==> src/rtl/psram_ctrl_pkg.sv <==
package psram_ctrl_pkg;

  typedef enum logic [2:0] {
    ST_IDLE,
    ST_SETUP,
    ST_ACCESS,
    ST_HOLD,
    ST_RECOVER
  } ps_state_e;

  function automatic int cycles_for(input int ns, input int period);
    return (ns + period - 1) / period;
  endfunction

  function automatic int at_least_one(input int v);
    return (v < 1) ? 1 : v;
  endfunction

  function automatic int max2(input int a, input int b);
    return (a > b) ? a : b;
  endfunction

endpackage

==> src/rtl/psram_req_reg.sv <==
module psram_req_reg #(
  parameter int DATA_W = 16,
  parameter int LANES  = DATA_W / 8
) (
  input  logic              clk,
  input  logic              rst,
  input  logic              accept,
  input  logic              in_we,
  input  logic [DATA_W-1:0] in_wdata,
  input  logic [LANES-1:0]  in_mask,
  output logic              is_wr,
  output logic              noop,
  output logic [DATA_W-1:0] wdata
);

  always_ff @(posedge clk) begin
    if (rst) begin
      is_wr <= 1'b0;
      noop  <= 1'b0;
      wdata <= '0;
    end else if (accept) begin
      is_wr <= in_we;
      noop  <= in_we && (in_mask == '0);
      wdata <= in_wdata;
    end
  end

endmodule

==> src/rtl/psram_seq.sv <==
module psram_seq
  import psram_ctrl_pkg::*;
#(
  parameter int RD_ACC = 7,
  parameter int WR_ACC = 5,
  parameter int RD_REC = 1,
  parameter int WR_REC = 3
) (
  input  logic      clk,
  input  logic      rst,
  input  logic      accept,
  input  logic      is_wr,
  input  logic      noop,
  output ps_state_e state_q,
  output ps_state_e state_d
);

  localparam int MAX_CNT = max2(max2(RD_ACC, WR_ACC), max2(RD_REC, WR_REC));
  localparam int CNT_W   = $clog2(MAX_CNT + 1);

  logic [CNT_W-1:0] cnt_q, cnt_d;

  always_comb begin
    state_d = state_q;
    cnt_d   = cnt_q;
    unique case (state_q)
      ST_IDLE: begin
        if (accept) state_d = ST_SETUP;
      end
      ST_SETUP: begin
        if (noop) begin
          state_d = ST_RECOVER;
          cnt_d   = CNT_W'(WR_REC - 1);
        end else begin
          state_d = ST_ACCESS;
          cnt_d   = is_wr ? CNT_W'(WR_ACC - 1) : CNT_W'(RD_ACC - 1);
        end
      end
      ST_ACCESS: begin
        if (cnt_q == '0) state_d = ST_HOLD;
        else             cnt_d   = cnt_q - 1'b1;
      end
      ST_HOLD: begin
        state_d = ST_RECOVER;
        cnt_d   = is_wr ? CNT_W'(WR_REC - 1) : CNT_W'(RD_REC - 1);
      end
      ST_RECOVER: begin
        if (cnt_q == '0) state_d = ST_IDLE;
        else             cnt_d   = cnt_q - 1'b1;
      end
      default: state_d = ST_IDLE;
    endcase
  end

  always_ff @(posedge clk) begin
    if (rst) begin
      state_q <= ST_IDLE;
      cnt_q   <= '0;
    end else begin
      state_q <= state_d;
      cnt_q   <= cnt_d;
    end
  end

endmodule

==> src/rtl/psram_pins.sv <==
module psram_pins
  import psram_ctrl_pkg::*;
#(
  parameter int ADDR_W = 18,
  parameter int DATA_W = 16,
  parameter int LANES  = DATA_W / 8
) (
  input  logic              clk,
  input  logic              rst,
  input  logic              accept,
  input  logic              req_we,
  input  logic [ADDR_W-1:0] req_addr,
  input  logic [LANES-1:0]  req_mask,
  input  logic              is_wr,
  input  logic [DATA_W-1:0] wdata,
  input  ps_state_e         state_q,
  input  ps_state_e         state_d,
  input  logic [DATA_W-1:0] dq_i,
  output logic              ready,
  output logic              rvalid,
  output logic [DATA_W-1:0] rdata,
  output logic              ce_n,
  output logic              oe_n,
  output logic              we_n,
  output logic [LANES-1:0]  lane_n,
  output logic [ADDR_W-1:0] addr,
  output logic [DATA_W-1:0] dq_o,
  output logic              dq_oe
);

  logic going_access, ending_access, first_access;

  assign going_access  = (state_d == ST_ACCESS);
  assign ending_access = (state_q == ST_ACCESS) && (state_d == ST_HOLD);
  assign first_access  = (state_q == ST_SETUP) && going_access;

  always_ff @(posedge clk) begin
    if (rst) begin
      ready  <= 1'b1;
      rvalid <= 1'b0;
      rdata  <= '0;
      ce_n   <= 1'b1;
      oe_n   <= 1'b1;
      we_n   <= 1'b1;
      addr   <= '0;
      dq_o   <= '0;
      dq_oe  <= 1'b0;
    end else begin
      ready  <= (state_d == ST_IDLE);
      ce_n   <= !going_access;
      oe_n   <= !(going_access && !is_wr);
      we_n   <= !(going_access && is_wr);
      dq_oe  <= is_wr && (going_access || state_d == ST_HOLD);
      rvalid <= ending_access && !is_wr;
      if (accept)                    addr  <= req_addr;
      if (first_access && is_wr)     dq_o  <= wdata;
      if (ending_access && !is_wr)   rdata <= dq_i;
    end
  end

  for (genvar g = 0; g < LANES; g++) begin : g_lane
    logic lane_q;
    always_ff @(posedge clk) begin
      if (rst)                      lane_q <= 1'b1;
      else if (accept)              lane_q <= req_we ? !req_mask[g] : 1'b0;
      else if (state_q == ST_HOLD)  lane_q <= 1'b1;
    end
    assign lane_n[g] = lane_q;
  end

endmodule

==> src/rtl/psram_ctrl.sv <==
module psram_ctrl
  import psram_ctrl_pkg::*;
#(
  parameter int ADDR_W         = 18,
  parameter int DATA_W         = 16,
  parameter int CLK_PERIOD_NS  = 10,
  parameter int T_RD_ACCESS_NS = 70,
  parameter int T_OE_NS        = 25,
  parameter int T_WR_PULSE_NS  = 45,
  parameter int T_CYCLE_NS     = 100
) (
  input  logic              clk,
  input  logic              rst,
  input  logic              req_valid,
  output logic              req_ready,
  input  logic              req_we,
  input  logic [ADDR_W-1:0] req_addr,
  input  logic [DATA_W-1:0] req_wdata,
  input  logic [DATA_W/8-1:0] req_mask,
  output logic              rsp_valid,
  output logic [DATA_W-1:0] rsp_rdata,
  output logic              mem_ce_n,
  output logic              mem_oe_n,
  output logic              mem_we_n,
  output logic              mem_ub_n,
  output logic              mem_lb_n,
  output logic [ADDR_W-1:0] mem_addr,
  output logic [DATA_W-1:0] mem_dq_o,
  output logic              mem_dq_oe,
  input  logic [DATA_W-1:0] mem_dq_i
);

  localparam int LANES   = DATA_W / 8;
  localparam int RD_ACC  = max2(cycles_for(T_RD_ACCESS_NS, CLK_PERIOD_NS),
                                cycles_for(T_OE_NS, CLK_PERIOD_NS));
  localparam int WR_ACC  = at_least_one(cycles_for(T_WR_PULSE_NS, CLK_PERIOD_NS));
  localparam int CYC     = cycles_for(T_CYCLE_NS, CLK_PERIOD_NS);
  localparam int RD_REC  = at_least_one(CYC - RD_ACC - 2);
  localparam int WR_REC  = at_least_one(CYC - WR_ACC - 2);

  logic              accept;
  logic              is_wr, noop;
  logic [DATA_W-1:0] wdata;
  logic [LANES-1:0]  lane_n;
  ps_state_e         state_q, state_d;

  assign accept = req_valid && req_ready;

  psram_req_reg #(.DATA_W(DATA_W), .LANES(LANES)) u_req (
    .clk(clk), .rst(rst), .accept(accept),
    .in_we(req_we), .in_wdata(req_wdata), .in_mask(req_mask),
    .is_wr(is_wr), .noop(noop), .wdata(wdata)
  );

  psram_seq #(
    .RD_ACC(RD_ACC), .WR_ACC(WR_ACC), .RD_REC(RD_REC), .WR_REC(WR_REC)
  ) u_seq (
    .clk(clk), .rst(rst), .accept(accept), .is_wr(is_wr), .noop(noop),
    .state_q(state_q), .state_d(state_d)
  );

  psram_pins #(.ADDR_W(ADDR_W), .DATA_W(DATA_W), .LANES(LANES)) u_pins (
    .clk(clk), .rst(rst), .accept(accept),
    .req_we(req_we), .req_addr(req_addr), .req_mask(req_mask),
    .is_wr(is_wr), .wdata(wdata), .state_q(state_q), .state_d(state_d),
    .dq_i(mem_dq_i),
    .ready(req_ready), .rvalid(rsp_valid), .rdata(rsp_rdata),
    .ce_n(mem_ce_n), .oe_n(mem_oe_n), .we_n(mem_we_n), .lane_n(lane_n),
    .addr(mem_addr), .dq_o(mem_dq_o), .dq_oe(mem_dq_oe)
  );

  assign mem_lb_n = lane_n[0];
  assign mem_ub_n = lane_n[LANES-1];

endmodule

==> config.mk <==
export PLATFORM = sky130hd
export DESIGN_NAME = psram_ctrl
export DESIGN_NICKNAME = d
export VERILOG_FILES = /design/src/rtl/psram_ctrl_pkg.sv /design/src/rtl/psram_req_reg.sv /design/src/rtl/psram_seq.sv /design/src/rtl/psram_pins.sv /design/src/rtl/psram_ctrl.sv
export SDC_FILE = /design/constraint.sdc
export NUM_CORES = 1
export LEC_CHECK = 0
export BUFFER_PORTS_ARGS = -buffer_cell sky130_fd_sc_hd__buf_4
export CORE_ASPECT_RATIO = 1.4
export CORE_UTILIZATION = 50
export CTS_CLUSTER_SIZE = 12
export DETAILED_ROUTE_END_ITERATION = 8
export HOLD_SLACK_MARGIN = 0.03
export MAX_ROUTING_LAYER = met4
export PLACE_DENSITY = 0.79
export SLEW_MARGIN = 0
export SYNTH_ARGS = -nofsm -noshare
export SYNTH_HDL_FRONTEND = slang
export SYNTH_HIERARCHICAL = 1
export SYNTH_SLANG_ARGS = --single-unit
==> constraint.sdc <==
create_clock -name clk -period 4.1 [get_ports clk]
set_input_delay 0.205 -clock clk [delete_from_list [all_inputs] [get_ports clk]]
set_output_delay 0.205 -clock clk [all_outputs]
set_load 0.01 [all_outputs]
Word level (Yosys, flattened, before mapping). Index checks and enable logic that the tools add are counted. Widths: inputs -> output; s select.

Logic and storage cells: 63. Register bits after elaboration: 82.

Muxes and demuxes: 15. $add $sub $neg: 1. Reduce and logical (&&, ||, !) cells: 24. Equal/unequal tests: 7.

Operators with widths (count): $mux 3 (6); $pmux 3 s5 (1); $eq 3x2->1 const B (4); $logic_and 1x1->1 (9); $logic_not 3->1 (3); $pmux 3 s3 (1); $logic_not 1->1 (6); $mux 1 (5); $mux 2 (2); $eq 3x1->1 const B (1); $eq 3x3->1 const B (1); $reduce_bool 3->1 (1); $sub 3x1->3 const B (1); $logic_not 2->1 (1); $ne 2x2->1 const B (1); $reduce_and 2->1 (1); $reduce_bool 2->1 (1); $reduce_or 2->1 (1); $logic_or 1x1->1 (1).

Longest topological paths before layout. Gate-level depths: netlist of the first run.

Depth after elaboration: 6. Gate-level depth with buffers: 9.

Hierarchy. The synthesis of the first run kept the hierarchy.

By module, submodules not included: psram_pins (area each 2419.8 µm², times used 1, seq. area each 1161.1 µm², cells an instance 226); psram_req_reg (area each 658.1 µm², times used 1, seq. area each 360.3 µm², cells an instance 59); psram_seq (area each 409.1 µm², times used 1, seq. area each 120.1 µm², cells an instance 50); psram_ctrl (area each 6.3 µm², times used 1, seq. area each 0.0 µm², cells an instance 1).

Least setup slack after synthesis of the first run. Ideal clock, no wire load.

Path kind: reg-to-reg. From: register u_seq.state_q[1]. To: register u_pins.rdata[10]. Data required time: 4028 ps. Arrival time: 2151 ps. Slack: 1878 ps. Cell stages (with the launch flop): 8. Library setup time: 72 ps. Period minus slack after synthesis: 2222 ps. Buffers on the path: 2. Cells stage by stage: dfxtp_1 -> clkbuf_1 -> mux2i_1 -> nor3_1 -> nand4bb_4 -> nor3_4 -> buf_12 -> mux2i_1.

Cells in the longest elaborated chain, start to end: 5.

Ends and longest elaborated chain: start, declared (line psram_seq.sv:14) `output ps_state_e state_q,`; start signal, assigned (line psram_seq.sv:60) `state_q <= state_d;`; $eq 3x3->1, or another cell as far along (line psram_seq.sv:26) `unique case (state_q)`; $pmux 3 s5 * (line psram_seq.sv:26); via state_d[0] (line psram_ctrl.sv:45) `ps_state_e state_q, state_d;`; $eq 3x2->1 * (line psram_pins.sv:34) `assign ending_access = (state_q == ST_ACCESS) && (state_d == ST_HOLD);`; $logic_and 1x1->1 * (line psram_pins.sv:34); $logic_and 1x1->1 * (line psram_pins.sv:57) `if (ending_access && !is_wr) rdata <= dq_i;`; end signal, assigned (line psram_pins.sv:57); end, declared (line psram_pins.sv:21) `output logic [DATA_W-1:0] rdata,`.

The timed path passes the listed nets; every way through them passes the cells marked *. A chain may end at the register's enable or synchronous reset.

Final worst setup path of the first run.
From: register u_seq.cnt_q[0]. To: register u_pins.rdata[2].

Cells in the longest elaborated chain, start to end: 6.

Ends and longest elaborated chain: start, declared (line psram_seq.sv:21) `logic [CNT_W-1:0] cnt_q, cnt_d;`; start signal, assigned (line psram_seq.sv:61) `cnt_q <= cnt_d;`; $logic_not 3->1 * (line psram_seq.sv:40, psram_seq.sv:48); $mux 3 (on tied branches) (line psram_seq.sv:48, psram_seq.sv:40); $pmux 3 s5 * (line psram_seq.sv:26); via state_d[0] (line psram_ctrl.sv:45); $eq 3x2->1 * (line psram_pins.sv:34); $logic_and 1x1->1 * (line psram_pins.sv:34); $logic_and 1x1->1 * (line psram_pins.sv:57).

Marks and branches as above.

==> results of run 1 <==
## cell usage after synthesis, types with 3 or more instances
library cell  instances
nor3_1                6
nand2b_1             68
buf_2                 3
dfxtp_1              82
a21oi_1               6
mux2i_1              68
inv_1                 6
nand2_1               4
nor2_1               39
clkbuf_1             11
## cell type report
cell class	instances	area (um2)
fill	562	2140
multi-input combinational	226	1680
sequential	82	1640
timing repair buffer	114	856
clock buffer	9	124
tap	92	115
clock inverter	7	80.1
inverter	6	22.5
## power by group through the flow
stage	sequential [mW]	clock, mW	combinational (mW)
after detailed placement	0.904	0	0.323
after global routing	0.893	0.625	0.352
after CTS	0.886	0.595	0.324
after global placement	0.901	0	0.314
final	0.885	0.577	0.320
after floorplan	0.902	0	0.223
## through the flow
stage           util  power [mW]  hold slack, ns  instances
6_report       0.678        1.78          0.0899        536
5_1_grt        0.678        1.87          0.0770        536
4_1_cts        0.678        1.80          0.0769        536
3_5_place_dp   0.648        1.23           0.447        520
3_3_place_gp   0.648        1.22           0.438        520
2_1_floorplan      -        1.12           0.274        336
## worst max path at each step
stage	slack (ns)	startpoint	endpoint	cells after the start
2_1_floorplan	1.88	u_seq/state_q[1]$_SDFF_PP0_	u_pins/rdata[10]$_SDFFE_PP0P_	7
3_3_place_gp	1.55	u_seq/cnt_q[0]$_SDFFE_PP0P_	u_pins/rdata[10]$_SDFFE_PP0P_	8
3_5_place_dp	1.36	u_seq/cnt_q[0]$_SDFFE_PP0P_	u_pins/rdata[2]$_SDFFE_PP0P_	8
4_1_cts	1.34	u_seq/cnt_q[0]$_SDFFE_PP0P_	u_pins/rdata[13]$_SDFFE_PP0P_	8
5_1_grt	1.07	u_seq/cnt_q[0]$_SDFFE_PP0P_	u_pins/rdata[12]$_SDFFE_PP0P_	8
6_report	1.37	u_seq/cnt_q[0]$_SDFFE_PP0P_	u_pins/rdata[2]$_SDFFE_PP0P_	8
## metal layers
metal / part of all wire / track usage / up-vias
met3: 0.048 / 0.0320 / 8
met5: 0 / - / -
met1: 0.42 / 0.203 / 1219
li1: - / - / 1326
met4: 0.012 / 0.0950 / 0
met2: 0.52 / 0.358 / 77
## kinds of logic after synthesis
group | after synthesis
and+or+nand+nor | 137
adders and majority gates | 2
xor gates and xnor gates | 2
AOI/OAI and AO/OA | 17
muxes | 68
DFF | 82
buffers and inverters | 28
## flip-flops by register name, indices dropped and copies added, names as in the netlist
register / flops
u_pins/dq_oe: 1
u_pins/addr: 18
u_pins/oe_n: 1
u_seq/state_q: 3
u_pins/ce_n: 1
u_pins/rvalid: 1
u_req/noop: 1
u_req/is_wr: 1
u_pins/ready: 1
u_pins/we_n: 1
u_seq/cnt_q: 3
u_pins/dq_o: 16
u_pins/g_lane.lane_q: 2
u_req/wdata: 16
u_pins/rdata: 16
## placed cells by master, fill, tap and decap left out, types with 2 or more instances in the layout
master,netlist,final
buf_4,2,114
nand2b_1,68,68
clkinvlp_4,0,2
o21ai_0,2,2
nor3_1,6,6
nand2_1,4,4
nand4bb_4,2,2
dfxtp_1,82,82
ha_1,2,2
nor2b_1,2,2
or3_1,2,2
xnor2_1,2,2
clkbuf_8,0,9
inv_1,6,6
nor2_1,39,39
clkinv_4,0,4
a21o_1,2,2
a21oi_1,6,6
mux2i_1,68,68
nor3_4,2,2
nor4_1,2,2
## worst min-delay path: stages
cell and delay [ns]:
buf_4 0.07, mux2i_1 0.05, nor2_1 0.07
==> flow_summary.yaml, run 1 <==
synthesis:
  yosys_warnings: 6
  synth_xor_area_frac: 0.00501
  synth_top_family_by_area: "simple AND/OR/NAND/NOR gates"
  syn_nets: 394
  muxShareOfSynthArea: 0.195
  synth_compound_area_frac: 0.0344
  synthAdderAreaFrac: 0.00716
  synth_cell_types: 41
  ys_seq_elements: 82
  synthCells: 336
  ys.flop_type: "dfxtp_1"
  async_reset_ff_frac: 0
  ys_top_cells_by_area: "dfxtp_1 (47%), mux2i_1 (19%), nand2b_1 (12%)"
  syn_avg_cell_area_um2: 10.4
  synth-simple-area-share: 0.238
  synth.top_cell.area_share: 0.470
  seq_area_frac_synth: 0.470
  yosys.area.top_type: "dfxtp_1"
  syn_area_um2: 3490
  synth_edf_count: 0
die:
  io_pins: 114
  die_y_um: 101
  coreArea_um2: 6660
  start_util: 0.525
  die-area_um2: 7330
  row_count: 35
  fp.dieW_um: 72.6
worst_setup_path:
  slowest_delay_ns: 0.76
  cp_num_buf_inv: 1
  critical-path-top-delay-family: "simple AND/OR/NAND/NOR gates"
  r2r-start: "u_seq/cnt_q[0]$_SDFFE_PP0P_"
  rr_endpoint: "u_pins/rdata[2]$_SDFFE_PP0P_"
  r2r_cells: 8
  crit_top_cell: "mux2i_1"
  cp_max_fo: 16
  path_class: "reg -> reg"
  cpMaxStageDelayCell: "nor3_4"
  cp.required_ns: 4.38
  worstSetupStartpointType: "register"
  cp_cell_sequence: "inv_1, ha_1, nor2b_1, mux2i_1, nor3_1, nand4bb_4, nor3_4, mux2i_1"
  regToRegSetupSlack_ns: 1.37
  arrival_ns: 3.01
  endpoint_kind: "register"
worst_hold_path:
  min_to: "u_req/wdata[8]$_SDFFE_PP0P_"
  holdCritStartpoint: "req_wdata[8]"
  whs_path_depth: 3
  hp-class: "in -> reg"
place:
  post-place-ws_ns: 1.36
  hpwl_um: 4740
  placed_area_um2: 4310
  gp_congestion: 0.767
  port_buffers: 113
clocking:
  cts_root_buffer: "clkbuf_8"
  cts_tree: "yes"
  path_clk_slew_ns: 0.09
  cts_made_buffers: 9
  clock_path_buffers: 2
  hold_buffers: 0
  cts-htree-levels: 3
  clock_latency_ns: 0.34
  numClockSinks: 82
  postCtsSetupBuffers: 0
  cts_resized: 0
sta:
  slew-limit-headroom: 0.283
  period_share: 0.666
  layout_setup_ws_ns: 1.37
  max_freq_mhz: 366
  setup_tns_ns: 0
  fin_skew_ns: 0.00779
  worst_slew_pin_slew_ns: 1.07
  setup_violations: 0
  rsz0062_at_grt: "no"
  min_period_ns: 2.73
  hold_violations: 0
  slew_viol_final: 0
routing:
  ant_nets: 0
  wl_per_cell_um: 12.9
  drtIter0Drc: 87
  dr.pass1.iters: 4
  drt_drc_violations_left: 0
  drt-total-wl_um: 6910
  via_per_inst: 4.91
  route.vias.total: 2630
grt:
  grtUsageTotal: 0.197
  grt_max_degree: 114
  grt_pass1_wl_um: 10900
  grt-ovfl-total: 0
  grt_antenna_before_repair: 0
  grt_pass1_vias: 2532
pwr:
  p_sw_uw: 479
  power_density_nw_per_um2: 395
  p_clk_frac: 0.324
  switching_share: 0.269
  pwr-share-comb: 0.180
  p_leak_nw: 1.85
  p_seq_frac: 0.497
  p_int_mw: 1.30
  vdd_drop_max_mv: 0.298
layout:
  fin_nets: 497
  synthToLayoutAreaGrowth_pct: 29.3
  n_antenna_cell: 0
  layout-drive-gt1-share: 0.318
  final_cell_area_um2: 4520
outcome:
  status: "completed"
flow_run:
  cap_violations: 0
No activity file was read; power rests on OpenSTA's default activity.
==> run 2, diff against run 1 <==
Clock period 4.1 ns to 2.7 ns, I/O delays scaled along.
==> flow_summary.yaml, run 2 (synthesis results as in run 1) <==
sta:
  max_freq_mhz: 397
  layout_setup_ws_ns: 0.182
  period_share: 0.933
  fin_skew_ns: 0.0120
  setup_violations: 0
  setup_tns_ns: 0
  min_period_ns: 2.52
  slew-limit-headroom: 0.301
  slew_viol_final: 0
  whs_ns: 0.0425
  hold_violations: 0
  rsz0062_at_grt: "no"
  worst_slew_pin_slew_ns: 1.04
place:
  post-place-ws_ns: 0.234
  hpwl_um: 4830
  port_buffers: 113
  gp_congestion: 0.727
routing:
  drtIter0Drc: 103
  wl_per_cell_um: 13.3
  via_per_inst: 4.82
  drt_drc_violations_left: 0
  route.vias.total: 2726
  drt-total-wl_um: 7540
  dr.pass1.iters: 4
  ant_nets: 0
grt:
  grt_pass1_wl_um: 12100
  grt-ovfl-total: 0
  grt_max_degree: 114
  grt_antenna_before_repair: 0
  grt_pass1_vias: 2700
  grtUsageTotal: 0.218
worst_setup_path:
  crit_top_cell: "mux2i_1"
  arrival_ns: 2.79
  path_class: "reg -> reg"
  cp.required_ns: 2.98
  cp_max_fo: 16
  slowest_delay_ns: 0.80
  worstSetupStartpointType: "register"
  cpMaxStageDelayCell: "nor3_4"
  cp_cell_sequence: "mux2i_1, nor3_1, nand4bb_4, nor3_4, mux2i_1"
  endpoint_kind: "register"
worst_hold_path:
  hp-class: "in -> reg"
die:
  start_util: 0.525
  die_y_um: 101
  die-area_um2: 7330
  row_count: 35
  io_pins: 114
  fp.dieW_um: 72.6
  coreArea_um2: 6660
clocking:
  cts_tree: "yes"
  numClockSinks: 82
  cts-htree-levels: 3
  path_clk_slew_ns: 0.08
  clock_latency_ns: 0.35
  clock_path_buffers: 2
  cts_resized: 0
  cts_root_buffer: "clkbuf_8"
  cts_made_buffers: 9
  postCtsSetupBuffers: 0
layout:
  final_common_cell: "buf_4"
  largest_register_ffs: 18
  final_cell_mix: "buf_4 (117), dfxtp_1 (82), mux2i_1 (68), nand2b_1 (68), nor2_1 (39)"
  layout-drive-gt1-share: 0.304
  fin_nets: 527
  n_antenna_cell: 0
  synthToLayoutAreaGrowth_pct: 38.6
  top_register: "u_pins/addr"
pwr:
  power_density_nw_per_um2: 598
  p_leak_nw: 2.00
  vdd_drop_max_mv: 0.470
flow_run:
  cap_violations: 0
outcome:
  status: "completed"
## run 2: cell count changes in the layout (fill, tap and decap cells not counted), sizes merged
cell	previous run	this run
dlygate4sd3	0	27
buf	114	117
clkinv	4	1
clkbuf	9	11
bufinv	1	2
clkinvlp	2	1
inv	6	7
## run 2: power by group
group	leakage (nW)	internal [mW]	total, mW	switching, mW
Clock	0.116	0.576	1.02	0.439
Sequential	0.668	1.28	1.34	0.0517
Combinational	1.22	0.296	0.543	0.246
## run 2: final cells by class
type | count | area, um2
fillers | 522 | 1820
multi-input cells | 226 | 1680
flip-flops and latches | 82 | 1640
repair buffers | 144 | 1150
clock buffers | 11 | 151
well taps | 92 | 115
clock inverters | 5 | 85.1
inverters | 6 | 22.5
## run 2: worst paths after layout
check | end | startpoint | cells after the start | slack [ns]
setup / recovery | u_pins/dq_o[5]$_SDFFE_PP0P_ | u_seq/state_q[1]$_SDFF_PP0_ | 5 | 0.18
setup reg to reg | u_pins/dq_o[5]$_SDFFE_PP0P_ | u_seq/state_q[1]$_SDFF_PP0_ | 5 | 0.18
hold / removal | u_req/wdata[14]$_SDFFE_PP0P_ | req_wdata[14] | 3 | 0.04
hold reg to reg | u_pins/dq_o[15]$_SDFFE_PP0P_ | u_req/wdata[15]$_SDFFE_PP0P_ | 2 | 0.47
## run 2: per-layer routing
| layer | global-route usage | vias to the layer above | wire length [um] |
|---|---|---|---|
| met5 | - | - | 0 |
| met4 | 0.0950 | 0 | 128 |
| met3 | 0.0590 | 15 | 455 |
| met2 | 0.371 | 81 | 3850 |
| met1 | 0.234 | 1252 | 3100 |
| li1 | - | 1378 | - |
## run 2: timing repair
action	in CTS	in global routing
hold endpoints to repair	27	0
setup endpoints to repair	0	0
hold buffers	27	0
## run 2: stage by stage
stage	area, um2	power, mW	std cells	util
detailed placement	4330	1.87	523	0.651
global route	4840	3.04	566	0.727
finish	4840	2.89	566	0.727
global placement	4330	1.85	523	0.651
floorplan	3490	1.71	336	-
CTS	4840	2.92	566	0.727
## run 2: critical path, delay by kind of cell (launching register included)
family        cells  cell delay (ns)
mux               2             0.63
flops             1             0.67
simple gates      3             1.14
